--- src/rtl/mrd_pkg.sv ---
package mrd_pkg;

    typedef enum logic [2:0] {
        ST_OPC,
        ST_OPC2,
        ST_MODRM,
        ST_SIB,
        ST_DISP,
        ST_IMM
    } mrd_state_e;

    localparam logic [7:0] ESC_BYTE    = 8'h0F;
    localparam int         FIELD_BYTES = 4;

    // Immediate byte count for the supported subset (group 100000sw only).
    function automatic logic [2:0] imm_size(input logic [7:0] opc, input logic o32);
        if (opc[7:2] != 6'b100000) return 3'd0;
        if (!opc[0])               return 3'd1;
        if (opc[1])                return 3'd1;
        return o32 ? 3'd4 : 3'd2;
    endfunction

    // Where to go once the addressing bytes are settled.
    function automatic mrd_state_e after_addr(input logic [2:0] dn, input logic [2:0] inn);
        if (dn != 3'd0)  return ST_DISP;
        if (inn != 3'd0) return ST_IMM;
        return ST_OPC;
    endfunction

endpackage

--- src/rtl/mrd_addr_sizer.sv ---
module mrd_addr_sizer (
    input  logic       a32,
    input  logic [1:0] mode,
    input  logic [2:0] rm,
    input  logic [2:0] sib_base,
    output logic       need_sib,
    output logic [2:0] disp_n
);
    always_comb begin
        need_sib = a32 && (mode != 2'b11) && (rm == 3'b100);
        unique case (mode)
            2'b00: begin
                if (a32)
                    disp_n = ((rm == 3'b101) || (rm == 3'b100 && sib_base == 3'b101)) ? 3'd4 : 3'd0;
                else
                    disp_n = (rm == 3'b110) ? 3'd2 : 3'd0;
            end
            2'b01:   disp_n = 3'd1;
            2'b10:   disp_n = a32 ? 3'd4 : 3'd2;
            default: disp_n = 3'd0;
        endcase
    end
endmodule

--- src/rtl/mrd_le_accum.sv ---
module mrd_le_accum #(
    parameter int NB = 4,
    localparam int CW = $clog2(NB + 1)
) (
    input  logic            clk,
    input  logic            rst_n,
    input  logic            clr,
    input  logic            push,
    input  logic [7:0]      din,
    output logic [8*NB-1:0] val,
    output logic [CW-1:0]   cnt
);
    always_ff @(posedge clk) begin
        if (!rst_n || clr) cnt <= '0;
        else if (push)     cnt <= cnt + 1'b1;
    end

    for (genvar g = 0; g < NB; g++) begin : g_lane
        always_ff @(posedge clk) begin
            if (!rst_n || clr)                 val[8*g +: 8] <= 8'h00;
            else if (push && cnt == CW'(g))    val[8*g +: 8] <= din;
        end
    end

    // each pushed byte advances the lane pointer by one
    p_lane_step_r7: assert property (@(posedge clk) disable iff (!rst_n)
        (push && !clr) |=> (cnt == $past(cnt) + 1'b1));

    p_clear_r7: assert property (@(posedge clk) disable iff (!rst_n)
        clr |=> (cnt == '0));
endmodule

--- src/rtl/mrd_modrm_decoder.sv ---
module mrd_modrm_decoder
    import mrd_pkg::*;
#(
    parameter int LEN_W = 4
) (
    input  logic             clk,
    input  logic             rst_n,
    input  logic             in_valid,
    input  logic [7:0]       in_byte,
    input  logic             addr32,
    input  logic             opnd32,
    output logic             done,
    output logic [LEN_W-1:0] ins_len,
    output logic             esc,
    output logic [7:0]       opcode,
    output logic             dir_bit,
    output logic             wide_bit,
    output logic [1:0]       mod_f,
    output logic [2:0]       reg_f,
    output logic [2:0]       rm_f,
    output logic             sib_present,
    output logic [1:0]       scale_f,
    output logic [2:0]       index_f,
    output logic [2:0]       base_f,
    output logic [2:0]       disp_bytes,
    output logic [31:0]      disp_val,
    output logic [2:0]       imm_bytes,
    output logic [31:0]      imm_val
);
    localparam int FW = 8 * FIELD_BYTES;
    localparam int CW = $clog2(FIELD_BYTES + 1);

    mrd_state_e       state_q, state_d;
    logic             fin;
    logic             a32_q, o32_q, esc_q, sib_q, done_q;
    logic [7:0]       opc_q;
    logic [1:0]       mod_q, scale_q;
    logic [2:0]       reg_q, rm_q, index_q, base_q, dn_q, in_q;
    logic [LEN_W-1:0] len_q;

    logic [1:0] sz_mod;
    logic [2:0] sz_rm;
    logic       sz_sib;
    logic [2:0] sz_disp;

    logic          acc_clr, d_push, i_push;
    logic [FW-1:0] d_raw, i_raw;
    logic [CW-1:0] d_cnt, i_cnt;

    assign sz_mod  = (state_q == ST_SIB) ? mod_q : in_byte[7:6];
    assign sz_rm   = (state_q == ST_SIB) ? rm_q  : in_byte[2:0];

    mrd_addr_sizer u_sizer (
        .a32      (a32_q),
        .mode     (sz_mod),
        .rm       (sz_rm),
        .sib_base (in_byte[2:0]),
        .need_sib (sz_sib),
        .disp_n   (sz_disp)
    );

    assign acc_clr = in_valid && (state_q == ST_OPC);
    assign d_push  = in_valid && (state_q == ST_DISP);
    assign i_push  = in_valid && (state_q == ST_IMM);

    mrd_le_accum #(.NB(FIELD_BYTES)) u_disp_acc (
        .clk(clk), .rst_n(rst_n), .clr(acc_clr), .push(d_push),
        .din(in_byte), .val(d_raw), .cnt(d_cnt)
    );

    mrd_le_accum #(.NB(FIELD_BYTES)) u_imm_acc (
        .clk(clk), .rst_n(rst_n), .clr(acc_clr), .push(i_push),
        .din(in_byte), .val(i_raw), .cnt(i_cnt)
    );

    // Next-state logic
    always_comb begin
        state_d = state_q;
        fin     = 1'b0;
        if (in_valid) begin
            unique case (state_q)
                ST_OPC:   state_d = (in_byte == ESC_BYTE) ? ST_OPC2 : ST_MODRM;
                ST_OPC2:  state_d = ST_MODRM;
                ST_MODRM: state_d = sz_sib ? ST_SIB : after_addr(sz_disp, in_q);
                ST_SIB:   state_d = after_addr(sz_disp, in_q);
                ST_DISP:  if (CW'(d_cnt) == CW'(dn_q - 3'd1)) state_d = after_addr(3'd0, in_q);
                ST_IMM:   if (CW'(i_cnt) == CW'(in_q - 3'd1)) state_d = ST_OPC;
                default:  state_d = ST_OPC;
            endcase
            fin = (state_q != ST_OPC) && (state_d == ST_OPC);
        end
    end

    // State register
    always_ff @(posedge clk) begin
        if (!rst_n) state_q <= ST_OPC;
        else        state_q <= state_d;
    end

    // Field capture and outputs
    always_ff @(posedge clk) begin
        if (!rst_n) begin
            a32_q <= 1'b0; o32_q <= 1'b0; esc_q <= 1'b0; sib_q <= 1'b0;
            opc_q <= 8'h00; mod_q <= 2'b00; reg_q <= 3'd0; rm_q <= 3'd0;
            scale_q <= 2'b00; index_q <= 3'd0; base_q <= 3'd0;
            dn_q <= 3'd0; in_q <= 3'd0; len_q <= '0; done_q <= 1'b0;
        end else begin
            done_q <= fin;
            if (in_valid) begin
                unique case (state_q)
                    ST_OPC: begin
                        opc_q   <= in_byte;
                        esc_q   <= (in_byte == ESC_BYTE);
                        a32_q   <= addr32;
                        o32_q   <= opnd32;
                        in_q    <= imm_size(in_byte, opnd32);
                        len_q   <= LEN_W'(1);
                        sib_q   <= 1'b0; scale_q <= 2'b00; index_q <= 3'd0; base_q <= 3'd0;
                        mod_q   <= 2'b00; reg_q <= 3'd0; rm_q <= 3'd0; dn_q <= 3'd0;
                    end
                    ST_OPC2: begin
                        opc_q <= in_byte;
                        len_q <= len_q + 1'b1;
                    end
                    ST_MODRM: begin
                        mod_q <= in_byte[7:6];
                        reg_q <= in_byte[5:3];
                        rm_q  <= in_byte[2:0];
                        sib_q <= sz_sib;
                        dn_q  <= sz_sib ? 3'd0 : sz_disp;
                        len_q <= len_q + 1'b1;
                    end
                    ST_SIB: begin
                        scale_q <= in_byte[7:6];
                        index_q <= in_byte[5:3];
                        base_q  <= in_byte[2:0];
                        dn_q    <= sz_disp;
                        len_q   <= len_q + 1'b1;
                    end
                    default: len_q <= len_q + 1'b1;
                endcase
            end
        end
    end

    // Extension of the collected fields
    always_comb begin
        if (dn_q == 3'd1)
            disp_val = a32_q ? {{24{d_raw[7]}}, d_raw[7:0]} : {16'h0000, {8{d_raw[7]}}, d_raw[7:0]};
        else
            disp_val = d_raw[31:0];
        if (in_q == 3'd1) begin
            if (opc_q[1] && opc_q[0])
                imm_val = o32_q ? {{24{i_raw[7]}}, i_raw[7:0]} : {16'h0000, {8{i_raw[7]}}, i_raw[7:0]};
            else
                imm_val = {24'h000000, i_raw[7:0]};
        end else begin
            imm_val = i_raw[31:0];
        end
    end

    assign done        = done_q;
    assign ins_len     = len_q;
    assign esc         = esc_q;
    assign opcode      = opc_q;
    assign dir_bit     = opc_q[1];
    assign wide_bit    = opc_q[0];
    assign mod_f       = mod_q;
    assign reg_f       = reg_q;
    assign rm_f        = rm_q;
    assign sib_present = sib_q;
    assign scale_f     = scale_q;
    assign index_f     = index_q;
    assign base_f      = base_q;
    assign disp_bytes  = dn_q;
    assign imm_bytes   = in_q;

    // completion pulse lasts one cycle
    p_done_pulse_r10: assert property (@(posedge clk) disable iff (!rst_n)
        done_q |=> !done_q);

    // reported length matches the byte counts of each part
    p_len_sum_r10: assert property (@(posedge clk) disable iff (!rst_n)
        done_q |-> (len_q == LEN_W'(2) + LEN_W'(esc_q) + LEN_W'(sib_q) + LEN_W'(dn_q) + LEN_W'(in_q)));

    // idle beats leave the controller untouched
    p_idle_hold_r11: assert property (@(posedge clk) disable iff (!rst_n)
        !in_valid |=> ($stable(state_q) && $stable(len_q)));

    // 16-bit addressing never yields SIB or more than two displacement bytes
    p_disp16_r4: assert property (@(posedge clk) disable iff (!rst_n)
        (done_q && !a32_q) |-> (dn_q <= 3'd2 && !sib_q));

    // size selects move only with an opcode byte
    p_mode_hold_r12: assert property (@(posedge clk) disable iff (!rst_n)
        !(in_valid && state_q == ST_OPC) |=> ($stable(a32_q) && $stable(o32_q)));

    // escaped opcodes carry no immediate
    p_esc_noimm_r9: assert property (@(posedge clk) disable iff (!rst_n)
        (done_q && esc_q) |-> (in_q == 3'd0 && len_q >= LEN_W'(3)));
endmodule

--- config.mk ---
export PLATFORM = sky130hd
export DESIGN_NAME = mrd_modrm_decoder
export DESIGN_NICKNAME = d
export VERILOG_FILES = /design/src/rtl/mrd_pkg.sv /design/src/rtl/mrd_addr_sizer.sv /design/src/rtl/mrd_le_accum.sv /design/src/rtl/mrd_modrm_decoder.sv
export SDC_FILE = /design/constraint.sdc
export NUM_CORES = 1
export LEC_CHECK = 0
export BUFFER_PORTS_ARGS = -buffer_cell sky130_fd_sc_hd__buf_4
export CORE_MARGIN = 4
export CORE_UTILIZATION = 24
export DETAILED_ROUTE_END_ITERATION = 8
export GPL_TIMING_DRIVEN = 1
export SLEW_MARGIN = 10
export SYNTH_ARGS = -nofsm -noshare
export SYNTH_HDL_FRONTEND = slang
export SYNTH_SLANG_ARGS = --single-unit
--- constraint.sdc ---
create_clock -name clk -period 1.7 [get_ports clk]
set_clock_uncertainty 0.15 [all_clocks]
set_input_delay 0.255 -clock clk [delete_from_list [all_inputs] [get_ports clk]]
set_output_delay 0.255 -clock clk [all_outputs]
set_load 0.03 [all_outputs]
Word level (Yosys, flattened, before mapping)
Cells that the tools add are included.
Widths: inputs -> output; s select.

operators by class
  add/subtract/negate cells = 5
  reduce and logical (&&, ||, !) cells = 37
  mux-type cells = 73
  equal/unequal tests = 24

operators with widths
  cell                 count
  $mux 32              5
  $mux 3               24
  $mux 1               30
  $pmux 3 s2           4
  $eq 3x2->1 const B   6
  $eq 3x3->1 const B   6
  $pmux 3 s3           2
  $pmux 3 s6           1
  $logic_and 1x1->1    16
  $eq 3x1->1 const B   5
  $logic_not 3->1      4
  $reduce_and 2->1     6
  $reduce_bool 3->1    4
  $eq 8x4->1 const B   1
  $pmux 2 s2           2
  $add 3x1->3 const B  2
  $eq 3x3->1           2
  $mux 2               3
  $ne 6x6->1 const B   1
  $sub 3x1->3 const B  2
  $add 4x1->4 const B  1
  $mux 4               1
  $reduce_bool 2->1    2
  $eq 2x1->1 const B   1
  other kinds (7)      8

storage, ports and cells
  logic and storage cells = 165
  bits in registers = 112
  bits of input ports = 13
  output and inout port bits = 103

Longest topological paths before layout
  depth in word-level cells = 22
  depth in mapped cells = 10
  mapped depth without buffers = 7

Cells and area by module
From an unflattened synthesis, not the netlist that was laid out.

second synthesis, totals
  cell total of the unflattened synthesis = 650
  area total of the unflattened synthesis = 5826.8 um2

modules (own cells, without submodules)
  module             instances  area each (um2)  cells an instance
  mrd_le_accum       2          1611.5           150
  mrd_modrm_decoder  1          2523.7           339
  mrd_addr_sizer     1          80.1             11

Least setup slack after synthesis
Ideal clock, no wire load.

  kind = reg-to-output
  start = register in_q[0] (netlist: imm_bytes[0])
  end = output port imm_val[21]
  arrival time = 1.935 ns
  buffers on the path = 3
  setup slack = -0.640 ns
  required time = 1.295 ns
  cell stages (with the launch flop) = 10
  path through = dfxtp_1 -> ha_1 -> nand2b_1 -> buf_2 -> or2_2 -> buf_6 -> inv_1 -> nand2_1 -> buf_2 -> nand2_1

on the way
  cells in the longest elaborated chain, start to end = 2

RTL lines
  what                      line                      RTL
  start: declaration        mrd_modrm_decoder.sv:38   logic [2:0] reg_q, rm_q, index_q, base_q, dn_q, in_q;
  start signal: assignment  mrd_modrm_decoder.sv:116  in_q <= imm_size(in_byte, opnd32);
  $eq 3x1->1                mrd_modrm_decoder.sv:152  if (in_q == 3'd1) begin
  $mux 32                   mrd_modrm_decoder.sv:152
  end: declaration          mrd_modrm_decoder.sv:28   output logic [31:0] imm_val

No other way between the ends.

Worst setup path after layout
  start = register in_q[1] (netlist: imm_bytes[1])
  end = output port imm_val[24]

Same word-level chain as after synthesis.

==> impl_metrics.yaml <==
setup_path:
  critPathArrivalTime_ns: 1.72
  cp-start-kind: "flop"
  cp.required_ns: 1.29
  r2r_slack_ns: -0.25
  rr_endpoint: "done"
  worst-path-max-fanout: 7
  timing.rr.start: "imm_bytes[0]"
  setup.worst_path.class: "reg -> out"
  cp-endpoint: "imm_val[24]"
  startpoint: "imm_bytes[1]"
  worstRegToRegCells: 7
  worstSetupEndpointType: "output port"
final_layout:
  n_antenna_cell: 0
  final_layout_size_suffix_gt1_share_pct: 38.5
  layout_common_cells: "nand2_1 (164), buf_4 (146), dfxtp_1 (103), buf_6 (57), a21oi_1 (43)"
  layout_commonest_cell: "nand2_1"
  area_delta_synth_final_pct: 52.1
  final_nets: 884
global_routing:
  grt_pass1_vias: 5170
  grt_pass1_wl_um: 27900
  gr-total-overflow: 0
  grt_max_degree: 38
  grt_util_all_layers_pct: 13.6
  antenna_found_initial: 0
die:
  rows: 55
  core_region_area_um2: 22600
  start_util_pct: 24.4
  die_w_um: 160
  io_pins: 116
  die_area_um2: 25500
  die_h_um: 160
clock_tree:
  cts_buffer_depth: 2
  clock-sinks: 112
  cts_tree: "yes"
  clk_latency_ns: 0.35
  hold_buffers: 0
  root_buffer: "clkbuf_16"
  h-tree-depth: 3
  clk_pin_slew_ns: 0.08
  cts_inserted_buffers: 9
detailed_routing:
  wirelength_um: 17600
  wire_per_inst_um: 15.4
  vias_per_cell: 4.50
  drtPass1Iterations: 4
  drt-initial-drc-count: 233
  num_vias: 5153
  drc_errors: 0
  drtAntennaViolNets: 0
run_status:
  failed_checks: "setup timing"
  outcome: "finished with violations"
sta:
  setup_viol: 51
  tightest_slew_ns: 0.335
  rsz0062_at_grt: "yes"
  fin_crit_sh_pct: 125
  min_period_ns: 2.12
  hold-worst-slack_ns: 0.0226
  relSlewSlack_pct: 77.6
  fmax_mhz: 472
  hold_violations: 0
  slew_viol_final: 0
  timing.final.ws_setup_ns: -0.420
synth:
  yosys_register_bits: 112
  synth-async-reset-ratio_pct: 0
  syn_inst: 697
  synth-edff-count: 0
  seq_area_frac_synth_pct: 40.6
  synth-main-ff-cell: "dfxtp_1"
  syn_area_um2: 5520
  synth_cell_type_count: 61
  ys_warn_count: 0
  syn_nets: 726
  syn_avg_cell_area_um2: 7.92
job:
  max_cap_violations: 0
power_and_ir_drop:
  pwr_density_cell_nw_per_um2: 651
  leakage_nw: 3.67
  total_power_mw: 5.46
  ir_drop_v: 0.000384
placement:
  io_buffers: 115
  dpl.hpwl_um: 12400
  place_congestion: 0.794
  post-place-ws_ns: -0.172
hold_path:
  hold_class: "in -> reg"
## Yosys cell counts, drive strengths merged (2+ instances only)
cell	number	area share, %
clkbuf	29	2.2
nor2	40	2.8
o21ai	6	0.54
and3b	4	0.70
mux2i	28	5.1
buf	38	4.8
xor2	6	0.95
a21boi	31	4.3
nand2	215	15
ha	16	3.6
a211oi	2	0.27
o2111ai	2	0.32
nand4	2	0.23
xnor2	5	0.79
a21oi	44	4.0
and4b	4	0.82
nand2b	6	0.68
inv	14	0.95
and2b	3	0.45
nand3	40	3.6
nor2b	8	0.91
o221ai	2	0.43
dfxtp	112	41
nand3b	2	0.50
a22oi	3	0.41
nor3b	4	0.72
nor3	7	0.63
and2	5	0.61
and3	4	0.45
## through the flow
stage                     utilization (%)  instance area (um2)  cells  setup TNS [ns]
after floorplan                         -                 5820    697           -3.72
after global placement               32.4                 7330   1112           -6.75
after detailed placement             32.4                 7330   1112           -8.38
after CTS                            35.8                 8100   1137          -17.24
after global routing                 37.1                 8400   1145          -20.66
final                                37.1                 8400   1145          -15.71
## sequential cells by signal, summed over array words and instances (netlist names), 4 cells and up
signal,count
ins_len,4
opcode,8
u_disp_acc.val,32
u_imm_acc.val,32
## layer usage
layer / GRT usage (%) / routed length (um)
met4: 3.75 / 242
met5: 0 / 0
met1: 17.5 / 7840
met2: 22.4 / 8370
met3: 3.77 / 1130
## critical path: stages (launching register included)
cell and delay, ns:
dfxtp_4 0.36, inv_4 0.05, ha_4 0.13, nand2b_4 0.05, or2_4 0.24, inv_4 0.07, nand2_8 0.07, buf_16 0.19
nand2_8 0.06, buf_6 0.12
## power breakdown
part,switching (mW),internal (mW)
clock,1.03,0.995
sequential,0.0406,2.65
combinational,0.423,0.317
## worst min path at each step
stage	slack (ns)	start	to	depth (start not counted)
CTS	0.009	addr32	a32_q	3
global placement	0.29	u_imm_acc.val[1]	u_imm_acc.val[1]	2
detailed placement	0.30	u_disp_acc.val[25]	u_disp_acc.val[25]	2
global route	0.03	opnd32	imm_bytes[1]	3
floorplan	0.27	addr32	a32_q	2
finish	0.02	addr32	a32_q	3
## layout make-up
cell class	instances	area (um2)
Sequential cell	112	2270
Timing Repair Buffer	214	1960
Multi-Input combinational cell	504	3480
Tap cell	285	357
Clock buffer	9	225
Inverter	14	60.1
Fill cell	2279	14200
Clock inverter	7	46.3
## kinds of logic after synthesis
family | synth area share, %
adder cells (fa/ha/maj) | 3.63
AND/OR/NAND/NOR | 28.9
XOR/XNOR | 2.15
AO/OA/AOI/OAI | 11.6
flip-flops | 40.6
multiplexers | 5.08
buffers and inverters | 8.02
## what timing repair did
action	CTS	global route
setup endpoints to repair	131	111
gates cloned	1	0
resized for setup	104	55
setup buffers	8	10
pin swaps	20	23
No activity file was read; power rests on OpenSTA's default activity.
